`src/rtl/mbc_divider.sv`:
```
module mbc_divider #(
  parameter int W = 33
) (
  input  logic         clk,
  input  logic         rst,
  input  logic         go,
  input  logic [W-1:0] dvd,
  input  logic [W-1:0] dvs,
  output logic [W-1:0] quo,
  output logic         fin,
  output logic         running
);
  localparam int CW = $clog2(W + 1);

  logic [W-1:0]  rem_q;
  logic [W-1:0]  dvs_q;
  logic [CW-1:0] cnt;
  logic [W:0]    shifted;
  logic [W:0]    trial;

  always_comb begin
    shifted = {rem_q, quo[W-1]};
    trial   = shifted - {1'b0, dvs_q};
  end

  always_ff @(posedge clk) begin
    if (rst) begin
      quo     <= '0;
      rem_q   <= '0;
      dvs_q   <= '0;
      cnt     <= '0;
      fin     <= 1'b0;
      running <= 1'b0;
    end else begin
      fin <= 1'b0;
      if (go && !running) begin
        quo     <= dvd;
        rem_q   <= '0;
        dvs_q   <= dvs;
        cnt     <= CW'(W);
        running <= 1'b1;
      end else if (running) begin
        if (!trial[W]) begin
          rem_q <= trial[W-1:0];
          quo   <= {quo[W-2:0], 1'b1};
        end else begin
          rem_q <= shifted[W-1:0];
          quo   <= {quo[W-2:0], 1'b0};
        end
        cnt <= cnt - 1'b1;
        if (cnt == CW'(1)) begin
          running <= 1'b0;
          fin     <= 1'b1;
        end
      end
    end
  end

  AST_DIV_REM_BOUND: assert property (@(posedge clk) disable iff (rst)
    running |-> rem_q < dvs_q);
  AST_DIV_FIN_IDLE: assert property (@(posedge clk) disable iff (rst)
    fin |-> !running);
  AST_DIV_CNT_LIVE: assert property (@(posedge clk) disable iff (rst)
    running |-> cnt != '0);
endmodule

```
`config.mk`:
```
export PLATFORM = sky130hd
export DESIGN_NAME = mbc_divider
export DESIGN_NICKNAME = d
export VERILOG_FILES = /design/src/rtl/mbc_divider.sv
export SDC_FILE = /design/constraint.sdc
export NUM_CORES = 1
export LEC_CHECK = 0
export BUFFER_PORTS_ARGS = -buffer_cell sky130_fd_sc_hd__buf_2
export CORE_ASPECT_RATIO = 0.8
export CORE_MARGIN = 4
export CORE_UTILIZATION = 28
export DETAILED_ROUTE_END_ITERATION = 12
export GPL_TIMING_DRIVEN = 0
export PLACE_DENSITY = 0.54
export SLEW_MARGIN = 10
export SYNTH_ARGS = -nofsm -noshare
export SYNTH_HDL_FRONTEND = slang
export SYNTH_SLANG_ARGS = --single-unit
```
`constraint.sdc`:
```
create_clock -name clk -period 2.8 [get_ports clk]
set_input_delay 0.42 -clock clk [delete_from_list [all_inputs] [get_ports clk]]
set_output_delay 0.42 -clock clk [all_outputs]
set_load 0.1 [all_outputs]
```
==> reports/results.ini <==
[die]
die-area_mm2 = 0.02482
pin_count = 104
die_w_um = 175.2
core_area_mm2 = 0.02180
rows = 48
start_util_pct = 28.71
fp.dieH_um = 141.7

[pwr]
ir_drop_mv = 0.3393
p_per_area_mw_per_mm2 = 722.1
power.total_uw = 5608
p_leak_uw = 0.003409

[cts]
cts_sinks = 107
cts_buffers = 9
clock_path_buffers = 2
htreeDepth = 3
clk_pin_slew_worst_paths_ns = 0.09
cts_root_buf = clkbuf_16
clock_latency_ns = 0.37
cts_tree = done

[grt]
grt_pass1_vias = 5665
grt_max_degree = 23
grt_pass1_wl_mm = 29.26
grtUsageTotal_pct = 14.35
grt_overflow = 0
antenna_found_initial = 1

[synth]
postSynthCellCount = 803
synth_warnings = 0
async_reset_ff_share_pct = 0
syn_avg_cell_area_um2 = 7.794
synth-compound-area-share_pct = 21.69
ys.flop_type = dfxtp_1
syn_area_mm2 = 0.006259
synth-simple-area-share_pct = 15.49
synth_mux_area_share_pct = 10.24
ys_seq_elements = 107
synth_seq_area_share_pct = 34.23
synthXorXnorAreaFrac_pct = 5.018
yosysUniqueCellTypes = 47
synth_top_family_by_area = compound AO/OA/AOI/OAI gates
synthAdderAreaFrac_pct = 7.317
synthesis.nets = 908
synth_edf_count = 0

[critical_path]
critPathCaptureType = flip-flop
cp-start-kind = flip-flop
critical_path_arrival_ns = 3.30
worst-setup-path-type = flip-flop to flip-flop
crit_path_max_fanout = 7
worstRegToRegCells = 14
worstPathRequired_ns = 3.02

[sta]
worst_slew_pin_slew_ns = 0.7493
finalSetupViolations = 34
rsz0062_at_grt = true
min_period_ns = 3.085
finalHoldViolCount = 0
slew_violations = 0
timing.final.ws_setup_ns = -0.2848
fmax_mhz = 324.2
relSlewSlack_pct = 49.92
fin_crit_sh_pct = 110.2
fin_skew_ns = 0.01330

[finish]
multi_input_area_mm2 = 0.003882
layout_common_cells = a21oi_1 (125), buf_2 (104), dfxtp_1 (104)
final_common_cell = a21oi_1
regArea_mm2 = 0.002148
fin_nets = 1034
drive_gt1_share_pct = 17.56
area_growth_pct = 24.09
fill_cells = 2344
antenna_cells = 0
final_util_pct = 35.62
finish.instance_area_mm2 = 0.007766
final_cells = 1234

[route]
wirelength_mm = 17.79
ant_nets = 0
wire_per_inst_um = 14.41
via_per_inst = 4.730
drt_iter0_drc = 220
via_count = 5837
drc = 0
dr.pass1.iters = 5

[run]
maxCapViolCount = 0

[placed_design]
place_inst = 1204
routabilityCongestion = 0.8477
dp_slack_ns = -0.6376
postPlaceCellArea_mm2 = 0.007181
hpwl_mm = 13.12
io_buffer_count = 101

[hold_path]
holdCritPathClass = input port to flip-flop
min_path_cells = 3

[status]
violations = negative setup slack
outcome = finished, violations left

## logic make-up (layout without fill, tap and decap cells)
family	Yosys count	after routing
XOR/XNOR	35	35
buffers and inverters	96	227
multiplexers	64	64
flip-flops	107	107
AO/OA/AOI/OAI	237	237
AND/OR/NAND/NOR	228	228
adder cells (fa/ha/maj)	36	36
## power by group
part,total [µW],internal [µW],switching (µW),leakage (µW)
registers,1720,1630,87.6,0.000879
logic,2540,1100,1430,0.00238
clock network,1350,647,700,0.000150
## cells in the mapped netlist, types with 4 or more instances
| master | count | share of area (%) |
|---|---|---|
| a211oi_1 | 8 | 0.96 |
| nand4_1 | 7 | 0.70 |
| o21ai_0 | 46 | 3.7 |
| a21o_1 | 21 | 2.5 |
| clkbuf_1 | 45 | 2.7 |
| inv_1 | 42 | 2.5 |
| o21a_1 | 5 | 0.60 |
| nand2_1 | 92 | 5.5 |
| xnor2_1 | 20 | 2.8 |
| dfxtp_1 | 107 | 34 |
| xor2_1 | 14 | 2.0 |
| nand3b_1 | 6 | 0.72 |
| ha_1 | 35 | 7.0 |
| a21oi_1 | 130 | 10 |
| nand2b_1 | 6 | 0.60 |
| mux2i_1 | 64 | 10 |
| buf_2 | 4 | 0.32 |
| a31oi_1 | 6 | 0.60 |
| nand3_1 | 6 | 0.48 |
| nor3_1 | 5 | 0.40 |
| nor2_1 | 91 | 5.5 |
| nor2b_1 | 6 | 0.60 |
| o211ai_1 | 4 | 0.48 |
## critical path: stages (launching register included)
cell,delay [ns]
dfxtp_2,0.34
inv_2,0.04
ha_4,0.24
nor2b_4,0.14
o2111ai_2,0.16
a21o_1,0.24
o31a_1,0.27
a211o_1,0.31
o21a_4,0.25
o21ai_4,0.22
xnor2_4,0.15
buf_12,0.15
buf_6,0.13
mux2i_1,0.20
a211oi_1,0.09
## final timing paths
kind | start | end | slack [ns]
worst min-delay path | dvs[0] | dvs_q[0] | 0.28
worst min register to register | dvs_q[4] | dvs_q[4] | 0.46
worst max-delay path | dvs_q[1] | rem_q[22] | -0.28
worst max register to register | dvs_q[1] | rem_q[22] | -0.28
## flip-flops by register name, summed over array words and instances (netlist names)
register / count
dvs_q: 33
rem_q: 33
cnt: 6
quo: 33
running: 1
fin: 1
## final cells by class
type                    count  area share (%)
multi-input cells         600           49.99
clock buffers               9           2.900
clock inverters             7           1.160
well taps                 300           4.833
plain buffers              53           3.109
flip-flops and latches    107           27.66
inverters                  42           2.030
repair buffers            116           8.313
## stage by stage
step	setup TNS [ns]	hold slack, ns
after global placement	-18.91	0.4433
after detailed placement	-18.80	0.4487
final	-7.995	0.2769
after global routing	-12.60	0.2772
after CTS	-7.494	0.2667
after floorplan	-7.646	0.4363
## per-layer routing
metal	global-route usage [%]	wire [µm]
met3	3.942	1226
met5	0	13
met1	21.39	9463
met2	20.44	6947
met4	3.347	138
## repair_timing
item / CTS / global route
endpoints found under the hold margin: 0 / 0
buffers inserted: 13 / 3
pin swaps: 12 / 7
gates resized for setup: 27 / 9
gates cloned: 2 / 0
hold buffers: 0 / 0
setup endpoints to repair: 34 / 34
No activity file was read; power rests on OpenSTA's default activity.
